$ cat config.mk
export PLATFORM = sky130hd
export DESIGN_NAME = rsv_bank
export DESIGN_NICKNAME = d
export VERILOG_FILES = /design/src/rtl/rsv_pkg.sv /design/src/rtl/rsv_slot.sv /design/src/rtl/rsv_alloc.sv /design/src/rtl/rsv_pick.sv /design/src/rtl/rsv_bank.sv
export SDC_FILE = /design/constraint.sdc
export NUM_CORES = 1
export LEC_CHECK = 0
export BUFFER_PORTS_ARGS = -buffer_cell sky130_fd_sc_hd__buf_2
export CAP_MARGIN = 10
export CORE_UTILIZATION = 55
export CTS_CLUSTER_DIAMETER = 30
export DETAILED_ROUTE_END_ITERATION = 6
export GPL_ROUTABILITY_DRIVEN = 0
export MAX_ROUTING_LAYER = met4
export PLACE_DENSITY = 0.75
export SETUP_SLACK_MARGIN = 0.4
export SYNTH_ARGS = -nofsm -noshare
export SYNTH_HDL_FRONTEND = slang
export SYNTH_HIERARCHICAL = 1
export SYNTH_SLANG_ARGS = --single-unit
$ cat constraint.sdc
create_clock -name clk -period 6.8 [get_ports clk]
set_input_delay 0.34 -clock clk [delete_from_list [all_inputs] [get_ports clk]]
set_output_delay 0.34 -clock clk [all_outputs]
set_load 0.005 [all_outputs]
$ cat src/rtl/rsv_pkg.sv
package rsv_pkg;
    localparam int TAGW = 4;
    localparam int DATW = 32;
    localparam int OPW  = 6;

    typedef enum logic [1:0] {
        SLOT_IDLE,
        SLOT_WAIT,
        SLOT_READY
    } slot_st_e;

    typedef struct packed {
        logic            rdy;
        logic [TAGW-1:0] tag;
        logic [DATW-1:0] val;
    } opnd_t;

    // Take a broadcast result into a pending operand whose tag matches
    function automatic opnd_t snoop(input opnd_t o, input logic rv,
                                    input logic [TAGW-1:0] rt,
                                    input logic [DATW-1:0] rd);
        opnd_t r;
        r = o;
        if (!o.rdy && rv && (o.tag == rt)) begin
            r.rdy = 1'b1;
            r.val = rd;
        end
        return r;
    endfunction
endpackage

$ cat src/rtl/rsv_slot.sv
module rsv_slot
    import rsv_pkg::*;
#(
    parameter int AGEW = 2
) (
    input  logic                 clk,
    input  logic                 rst_n,
    input  logic                 load,
    input  logic [OPW-1:0]       ld_op,
    input  opnd_t                ld_a,
    input  opnd_t                ld_b,
    input  logic                 res_valid,
    input  logic [TAGW-1:0]      res_tag,
    input  logic [DATW-1:0]      res_val,
    input  logic                 bump,
    input  logic                 drop_v,
    input  logic [AGEW-1:0]      drop_age,
    input  logic                 go,
    output logic                 busy,
    output logic                 ready,
    output logic [AGEW-1:0]      age,
    output logic [OPW-1:0]       op,
    output logic [DATW-1:0]      a_val,
    output logic [DATW-1:0]      b_val
);
    slot_st_e        st_q, st_n;
    opnd_t           a_q, b_q, a_n, b_n;
    logic [OPW-1:0]  op_q, op_n;
    logic [AGEW-1:0] age_q, age_n;

    // next state and data
    always_comb begin
        st_n  = st_q;
        op_n  = op_q;
        a_n   = snoop(a_q, res_valid, res_tag, res_val);
        b_n   = snoop(b_q, res_valid, res_tag, res_val);
        age_n = age_q;
        unique case (st_q)
            SLOT_IDLE: begin
                if (load) begin
                    op_n  = ld_op;
                    a_n   = snoop(ld_a, res_valid, res_tag, res_val);
                    b_n   = snoop(ld_b, res_valid, res_tag, res_val);
                    age_n = '0;
                    st_n  = (a_n.rdy && b_n.rdy) ? SLOT_READY : SLOT_WAIT;
                end
            end
            SLOT_WAIT: begin
                if (a_n.rdy && b_n.rdy) st_n = SLOT_READY;
            end
            SLOT_READY: begin
                if (go) st_n = SLOT_IDLE;
            end
            default: st_n = SLOT_IDLE;
        endcase
        if (st_q != SLOT_IDLE) begin
            age_n = age_q + AGEW'(bump)
                  - AGEW'(drop_v && (drop_age < age_q));
        end
    end

    // state register
    always_ff @(posedge clk) begin
        if (!rst_n) begin
            st_q  <= SLOT_IDLE;
            op_q  <= '0;
            a_q   <= '0;
            b_q   <= '0;
            age_q <= '0;
        end else begin
            st_q  <= st_n;
            op_q  <= op_n;
            a_q   <= a_n;
            b_q   <= b_n;
            age_q <= age_n;
        end
    end

    // outputs
    always_comb begin
        busy  = (st_q != SLOT_IDLE);
        ready = (st_q == SLOT_READY);
        age   = age_q;
        op    = op_q;
        a_val = a_q.val;
        b_val = b_q.val;
    end
endmodule

$ cat src/rtl/rsv_alloc.sv
module rsv_alloc #(
    parameter int NSLOT = 4
) (
    input  logic [NSLOT-1:0] busy,
    output logic [NSLOT-1:0] free_oh,
    output logic             any_free
);
    always_comb begin
        free_oh  = '0;
        any_free = 1'b0;
        for (int i = 0; i < NSLOT; i++) begin
            if (!busy[i] && !any_free) begin
                free_oh[i] = 1'b1;
                any_free   = 1'b1;
            end
        end
    end
endmodule

$ cat src/rtl/rsv_pick.sv
module rsv_pick #(
    parameter int NSLOT = 4,
    parameter int AGEW  = 2,
    parameter int IDXW  = 2
) (
    input  logic [NSLOT-1:0]           ready,
    input  logic [NSLOT-1:0][AGEW-1:0] ages,
    output logic [NSLOT-1:0]           grant,
    output logic [IDXW-1:0]            idx,
    output logic                       any
);
    logic [AGEW-1:0] best_age;

    always_comb begin
        any      = 1'b0;
        idx      = '0;
        best_age = '0;
        for (int i = 0; i < NSLOT; i++) begin
            if (ready[i] && (!any || ages[i] > best_age)) begin
                any      = 1'b1;
                idx      = IDXW'(i);
                best_age = ages[i];
            end
        end
        grant = '0;
        if (any) grant[idx] = 1'b1;
    end
endmodule

$ cat src/rtl/rsv_bank.sv
module rsv_bank
    import rsv_pkg::*;
#(
    parameter int NSLOT = 4
) (
    input  logic            clk,
    input  logic            rst_n,
    input  logic            disp_valid,
    input  logic [OPW-1:0]  disp_op,
    input  logic            disp_a_rdy,
    input  logic [TAGW-1:0] disp_a_tag,
    input  logic [DATW-1:0] disp_a_val,
    input  logic            disp_b_rdy,
    input  logic [TAGW-1:0] disp_b_tag,
    input  logic [DATW-1:0] disp_b_val,
    output logic            disp_accept,
    input  logic            res_valid,
    input  logic [TAGW-1:0] res_tag,
    input  logic [DATW-1:0] res_val,
    output logic            iss_valid,
    input  logic            iss_ready,
    output logic [OPW-1:0]  iss_op,
    output logic [DATW-1:0] iss_a,
    output logic [DATW-1:0] iss_b
);
    localparam int AGEW = (NSLOT > 1) ? $clog2(NSLOT) : 1;
    localparam int IDXW = AGEW;

    logic [NSLOT-1:0]           busy, ready, free_oh, sel_oh;
    logic [NSLOT-1:0][AGEW-1:0] ages;
    logic [NSLOT-1:0][OPW-1:0]  ops;
    logic [NSLOT-1:0][DATW-1:0] avals, bvals;
    logic                       any_free, take, fire;
    logic [IDXW-1:0]            sel_idx;
    opnd_t                      ld_a, ld_b;

    assign ld_a = '{rdy: disp_a_rdy, tag: disp_a_tag, val: disp_a_val};
    assign ld_b = '{rdy: disp_b_rdy, tag: disp_b_tag, val: disp_b_val};
    assign take = disp_valid && any_free;
    assign fire = iss_valid && iss_ready;

    rsv_alloc #(.NSLOT(NSLOT)) u_alloc (
        .busy    (busy),
        .free_oh (free_oh),
        .any_free(any_free)
    );

    rsv_pick #(.NSLOT(NSLOT), .AGEW(AGEW), .IDXW(IDXW)) u_pick (
        .ready(ready),
        .ages (ages),
        .grant(sel_oh),
        .idx  (sel_idx),
        .any  (iss_valid)
    );

    for (genvar g = 0; g < NSLOT; g++) begin : g_slot
        rsv_slot #(.AGEW(AGEW)) u_slot (
            .clk      (clk),
            .rst_n    (rst_n),
            .load     (take && free_oh[g]),
            .ld_op    (disp_op),
            .ld_a     (ld_a),
            .ld_b     (ld_b),
            .res_valid(res_valid),
            .res_tag  (res_tag),
            .res_val  (res_val),
            .bump     (take),
            .drop_v   (fire),
            .drop_age (ages[sel_idx]),
            .go       (iss_ready && sel_oh[g]),
            .busy     (busy[g]),
            .ready    (ready[g]),
            .age      (ages[g]),
            .op       (ops[g]),
            .a_val    (avals[g]),
            .b_val    (bvals[g])
        );
    end

    assign disp_accept = any_free;
    assign iss_op      = ops[sel_idx];
    assign iss_a       = avals[sel_idx];
    assign iss_b       = bvals[sel_idx];
endmodule

Word-level counts from Yosys, hierarchy flattened
Cells that the tools add are included.

Bits of input ports: 121. Output and inout port bits: 72. Bits in registers: 336.

Reduce and logical (&&, ||, !) cells: 98. Add/subtract/negate cells: 8. Muxes and demuxes: 112. Magnitude comparators: 9. Equality and inequality tests: 30.

Operators by type and width (number): two-way mux 37 bit (16); two-way mux 32 bit (12); binary-select mux 32 bit (select 2 bit) (2); two-way mux 2 bit (34); logical AND 1 bit (49); == test 4 bit (10); two-way mux 1 bit (39); != test 2 x 1 -> 1 bit, second input constant (12); case mux 2 bit (3 select lines) (4); nonzero test 2 bit (12); logical NOT 1 bit (18); AND reduction 2 bit (8); binary-select mux 6 bit (select 2 bit) (1); AND reduction 3 bit (4); adder 2 x 1 -> 2 bit (4); == test 2 x 1 -> 1 bit, second input constant (4); == test 2 bit, second input constant (4); logical NOT 2 bit (4); less-than comparator 2 bit (4); subtractor 2 x 1 -> 2 bit (4); greater-than comparator 2 bit (3); two-way mux 6 bit (1); binary-select mux 2 bit (select 2 bit) (1); two-way mux 4 bit (1); other kinds (4) (6).

Depth between registers and ports, before layout
Word-level depth: 22. Depth in mapped cells: 29. Gate-level depth less buffers: 27.

By module
Netlist, hierarchy kept.

By module, submodules not included: rsv_slot (area an instance 4369.2 um^2, sequential area each 1681.6 um^2, times used 4, cells each 491); rsv_bank (area an instance 1881.8 um^2, sequential area each 0.0 um^2, times used 1, cells each 98); rsv_pick (area an instance 301.5 um^2, sequential area each 0.0 um^2, times used 1, cells each 40); rsv_alloc (area an instance 36.3 um^2, sequential area each 0.0 um^2, times used 1, cells each 5).

Worst setup path after synthesis
No wires, ideal clock.

Path kind: register to register. Start point: register g_slot[0].u_slot.st_q[1]. End point: register g_slot[3].u_slot.age_q[1]. Data required time: 6685 ps. Stages on the path, launching flop included: 30. Period minus slack after synthesis: 6088 ps. Arrival time: 5974 ps. Setup slack: 712 ps. Path through: dfxtp_1 nor2b_1 nand2_1 ha_1 nand2b_4 a221o_1 a32oi_1 ha_1 nor2b_1 a2bb2oi_1 o21a_1 mux2_1 ha_1 nor2b_1 a2bb2oi_1 o21ai_1 o21ai_1 buf_6 buf_12 mux4_2 ha_1 o21ai_0 and3b_1 ha_1 inv_1 ha_1 xnor2_1 a21oi_1 nor2_1 o21a_1.

Word-level cells in the longest chain between the ends: 20. Elaborated cells between the ends (all ways): 46. Those cells by class: add/sub: 2; order compare: 4; eq/ne: 1; mux: 18; reduce/logical: 21.

Ends and longest elaborated chain: start, declared (RTL line rsv_slot.sv:26) `slot_st_e st_q, st_n;`; start signal, assigned (RTL line rsv_slot.sv:71) `st_q <= st_n;`; == test 2 bit * (RTL line rsv_slot.sv:82) `ready = (st_q == SLOT_READY);`; net ready[0] (RTL line rsv_bank.sv:29) `logic [NSLOT-1:0] busy, ready, free_oh, sel_oh;`; two-way mux 2 bit or two-way mux 1 bit (tied branches) (RTL line rsv_pick.sv:19) `if (ready[i] && (!any || ages[i] > best_age)) begin`; greater-than comparator 2 bit or logical NOT 1 bit (tied branches) (RTL line rsv_pick.sv:19); logical OR 1 bit (RTL line rsv_pick.sv:19); logical AND 1 bit (RTL line rsv_pick.sv:19); two-way mux 2 bit or two-way mux 1 bit (tied branches) (RTL line rsv_pick.sv:19); greater-than comparator 2 bit or logical NOT 1 bit (tied branches) (RTL line rsv_pick.sv:19); [... 6 more ...]; two-way mux 2 bit * (RTL line rsv_pick.sv:19); net sel_idx[0] (RTL line rsv_bank.sv:34) `logic [IDXW-1:0] sel_idx;`; binary-select mux 2 bit (select 2 bit) * (RTL line rsv_bank.sv:69) `.drop_age (ages[sel_idx]),`; two-way mux 2 bit (not written as such) * (RTL line rsv_bank.sv:69); less-than comparator 2 bit * (RTL line rsv_slot.sv:58) `- AGEW'(drop_v && (drop_age < age_q));`; logical AND 1 bit * (RTL line rsv_slot.sv:58); subtractor 2 x 1 -> 2 bit * (RTL line rsv_slot.sv:58); two-way mux 2 bit * (RTL line rsv_slot.sv:56) `if (st_q != SLOT_IDLE) begin`; end signal, assigned (RTL line rsv_slot.sv:75) `age_q <= age_n;`; end, declared (RTL line rsv_slot.sv:29) `logic [AGEW-1:0] age_q, age_n;`.

The timed path passes the listed nets; every way through them passes the cells marked *. The select of a mux whose other input is x is not followed. A chain may end at the register's enable or synchronous reset.

Final worst setup path
Start point: register g_slot[0].u_slot.st_q[1]. End point: register g_slot[1].u_slot.age_q[1].

Word-level cells in the longest chain between the ends: 20. Elaborated cells between the ends (all ways): 46. Those cells by class: add/sub: 2; order compare: 4; eq/ne: 1; mux: 18; reduce/logical: 21.

Ends and longest elaborated chain (RTL line): == test 2 bit * (rsv_slot.sv:82); net ready[0] (rsv_bank.sv:29); two-way mux 2 bit or two-way mux 1 bit (tied branches) (rsv_pick.sv:19); greater-than comparator 2 bit or logical NOT 1 bit (tied branches) (rsv_pick.sv:19); logical OR 1 bit (rsv_pick.sv:19); logical AND 1 bit (rsv_pick.sv:19); two-way mux 2 bit or two-way mux 1 bit (tied branches) (rsv_pick.sv:19); greater-than comparator 2 bit or logical NOT 1 bit (tied branches) (rsv_pick.sv:19); [... 6 more ...]; two-way mux 2 bit * (rsv_pick.sv:19); net sel_idx[0] (rsv_bank.sv:34); binary-select mux 2 bit (select 2 bit) * (rsv_bank.sv:69); two-way mux 2 bit (not written as such) * (rsv_bank.sv:69); less-than comparator 2 bit * (rsv_slot.sv:58); logical AND 1 bit * (rsv_slot.sv:58); subtractor 2 x 1 -> 2 bit * (rsv_slot.sv:58); two-way mux 2 bit * (rsv_slot.sv:56); end signal, assigned (rsv_slot.sv:75); end, declared (rsv_slot.sv:29).

Marked as above.

==> key figures <==
Global route
  • Total gr overflow: 0
  • Largest net degree at the start of global routing: 205
  • First-pass GRT wire length: 89.6 mm
  • Vias in the first global route: 16000
  • GR Util All Layers: 0.323
  • Antenna violations before repair: 5

Critical path
  • Crit path DAT: 6.61 ns
  • Worst reg2reg path startpoint: g_slot[0].u_slot/st_q[1]
  • Worst-path fanout max: 8
  • Crit path launch: g_slot[0].u_slot/st_q[1]
  • CP Launch Type: flip-flop
  • Worst setup EP type: flip-flop
  • Crit path kind: flip-flop to flip-flop
  • CP required: 7.25 ns

Place
  • DP Cell Count: 2384
  • PortBufs: 192
  • DP HPWL: 34.0 mm

Die
  • Die ar.: 36600 um^2
  • Row count: 68
  • Ports: 193
  • Die H: 191 um
  • DIE WIDTH: 191 um
  • Starting density of the core: 0.565
  • Area of the core: 34900 um^2

Clocking
  • Clk slew on worst S/H paths: 0.05 ns
  • Root buffer cell: clkbuf_16
  • CTS tree: yes
  • Latest clock arrival within the worst-skew pair: 0.58 ns
  • Maximum root-to-sink buffer count: 3
  • Cts bufs inserted: 80
  • H-tree levels: 3
  • Number of clock sinks: 336

Power and ir drop
  • Power Dens Cells: 330 nW/um^2
  • Cell Int Power: 5.33 mW
  • Net Sw Power: 1.85 mW
  • Switching share of power: 0.258
  • VDD IR-drop max: 307 uV
  • Comb pwr share: 0.132
  • Clock network power share: 0.556
  • Reg power frac: 0.312
  • Pleak: 9.23 nW

Finish
  • Nets: 2154
  • Synthesis-to-layout area growth: 10.5%
  • Layout cell share with drive strength beyond 1: 0.236
  • Register area: 6730 um^2
  • Fill cells: 2748
  • Layout Cells excl Fill: 2539
  • Multi-input gate area: 9210 um^2

Detailed routing
  • DR DRC count: 0
  • Total number of vias: 16100
  • Iter 0 DRT Violations: 1686
  • DRT antenna net count: 0
  • TritonRoute pass-1 iters: 6
  • Wire per inst: 22.9 um
  • Vias per inst: 6.32
  • DRT Wirelength: 58.0 mm

Synthesis
  • Ys flop type: dfxtp_1
  • Synth warn: 6
  • Syn Nets: 2246
  • Syn Area/Cell: 9.35 um^2
  • Async SR Flop Fraction: 0
  • Leading area contributor after synthesis: dfxtp_1
  • Synth Register Bits: 336
  • Distinct cells, synth: 61
  • Sequential fraction of the synthesis area: 0.342
  • Synth Cell Area: 19700 um^2
  • Syn Inst Count: 2107
  • Synth top area share: 0.342
  • Post-synth EDFFs: 0
  • Top cells by area, synth: dfxtp_1 (34%), buf_4 (10%), mux4_2 (8.0%)

Run
  • # Max-Cap Violations: 0

Timing
  • Total negative slack: 0 ns
  • Fin crit share: 0.906
  • Post-route minimum period: 6.16 ns
  • Worst-Margin Slew: 1.26 ns
  • Unrepaired setup endpoints after global routing: false
  • Final Hold Violating Endpoints: 0
  • Final hold slack: 0.0565 ns
  • Setup Skew: 0.0236 ns
  • Max-slew headroom: 0.158
  • Max frequency: 162 MHz
  • Max-slew violations: 0
  • Final setup viols: 0

Run status
  • Outcome: complete, no violations

Worst hold path
  • Min-delay worst type: primary input to flip-flop
  • Hold_sp: disp_a_val[9]
## cell usage after synthesis (13+ instances only)
cell type / instances
buf_2: 59
a21boi_0: 60
nor2b_1: 16
a221oi_1: 128
o21ai_0: 136
nor2_1: 13
dfxtp_1: 336
xnor2_1: 32
mux4_2: 70
o221a_1: 120
nand2_1: 138
clkbuf_1: 41
nand2b_1: 14
buf_6: 13
inv_1: 304
nor3_1: 13
ha_1: 18
buf_4: 268
o21a_1: 137
## worst paths after layout
check	to	slack, ns	cells after the start
worst max-delay path	g_slot[1].u_slot/age[1]	0.64	27
worst min-delay path	g_slot[0].u_slot/a_val[9]	0.06	3
worst max register to register	g_slot[1].u_slot/age[1]	0.64	27
worst min register to register	g_slot[2].u_slot/op[0]	0.46	2
## cells by family after synthesis
group / share of synthesized area
buf+inv: 0.201
compound gates: 0.280
flops: 0.342
simple gates: 0.0625
mux: 0.0839
xor+xnor: 0.0196
fa+ha+maj: 0.0114
## metal layers
| metal | wire (um) | vias to the layer above | track usage |
|---|---|---|---|
| li1 | - | 7159 | - |
| met1 | 23500 | 7784 | 0.413 |
| met2 | 26800 | 983 | 0.499 |
| met3 | 6070 | 132 | 0.0659 |
| met4 | 1670 | 0 | 0.130 |
| met5 | 0 | - | - |
## area by class of cell
class | count | area share
inverter | 308 | 0.0531
timing repair buffer | 226 | 0.0579
tap | 455 | 0.0261
clock buffer | 104 | 0.104
multi-input combinational | 1063 | 0.423
sequential | 336 | 0.309
clock inverter | 42 | 0.0261
antenna | 5 | 0.000575
## metrics by stage
step	cell area, um^2	power (mW)	utilization	setup WS (ns)
finish	21800	7.18	0.624	0.637
global route	21800	7.40	0.624	0.386
CTS	21700	7.19	0.622	0.432
detailed placement	18800	3.19	0.540	0.228
global placement	18800	3.15	0.540	0.563
floorplan	19700	3.01	-	0.712
## critical path: stages, from the launching register on
cell	delay, ns
dfxtp_2	0.37
nor2b_4	0.23
nand2_1	0.12
ha_4	0.31
nand2b_4	0.06
a221o_1	0.36
a32oi_2	0.25
ha_1	0.28
nor2b_1	0.14
a2bb2oi_1	0.14
o21a_2	0.24
mux2_1	0.32
ha_1	0.31
nor2b_1	0.17
a2bb2oi_2	0.20
o21ai_2	0.14
o21ai_4	0.15
mux4_2	0.60
ha_1	0.30
o21ai_0	0.11
and3b_1	0.22
ha_1	0.27
inv_1	0.04
ha_1	0.18
xnor2_1	0.14
a21oi_1	0.15
nor2_1	0.07
o21a_1	0.19
## flip-flops by register name, indices dropped and copies added, names as in the netlist
register             count
g_slot.u_slot/b_q       20
g_slot.u_slot/a_val    128
g_slot.u_slot/a_q       20
g_slot.u_slot/st_q       8
g_slot.u_slot/age        8
g_slot.u_slot/op        24
g_slot.u_slot/b_val    128
## timing repair
item / 4_1_cts / 5_1_grt
pin swaps: 0 / 2
buffers inserted: 0 / 4
hold buffers: 0 / 0
setup endpoints to repair: 74 / 78
gates resized for setup: 5 / 5
## cells in the final DEF, fill, tap and decap left out, types with 15 or more instances in the layout
cell type  count
a21boi_0      60
buf_4         31
clkbuf_16     81
xnor2_1       32
ha_1          17
a221oi_1     128
nand2_1      138
o21a_1       136
o21ai_0      136
inv_1        304
nor2b_1       15
mux4_2        70
dfxtp_1      335
o221a_1      120
clkbuf_8      16
buf_2        191
## power groups by stage
stage,Combinational (mW),Clock [mW],Sequential [mW]
6_report,0.950,3.99,2.24
5_1_grt,1.02,4.12,2.26
4_1_cts,0.933,4.02,2.24
3_5_place_dp,0.920,0,2.27
3_3_place_gp,0.893,0,2.26
2_1_floorplan,0.768,0,2.24
Power figures use the tool's default switching activity.
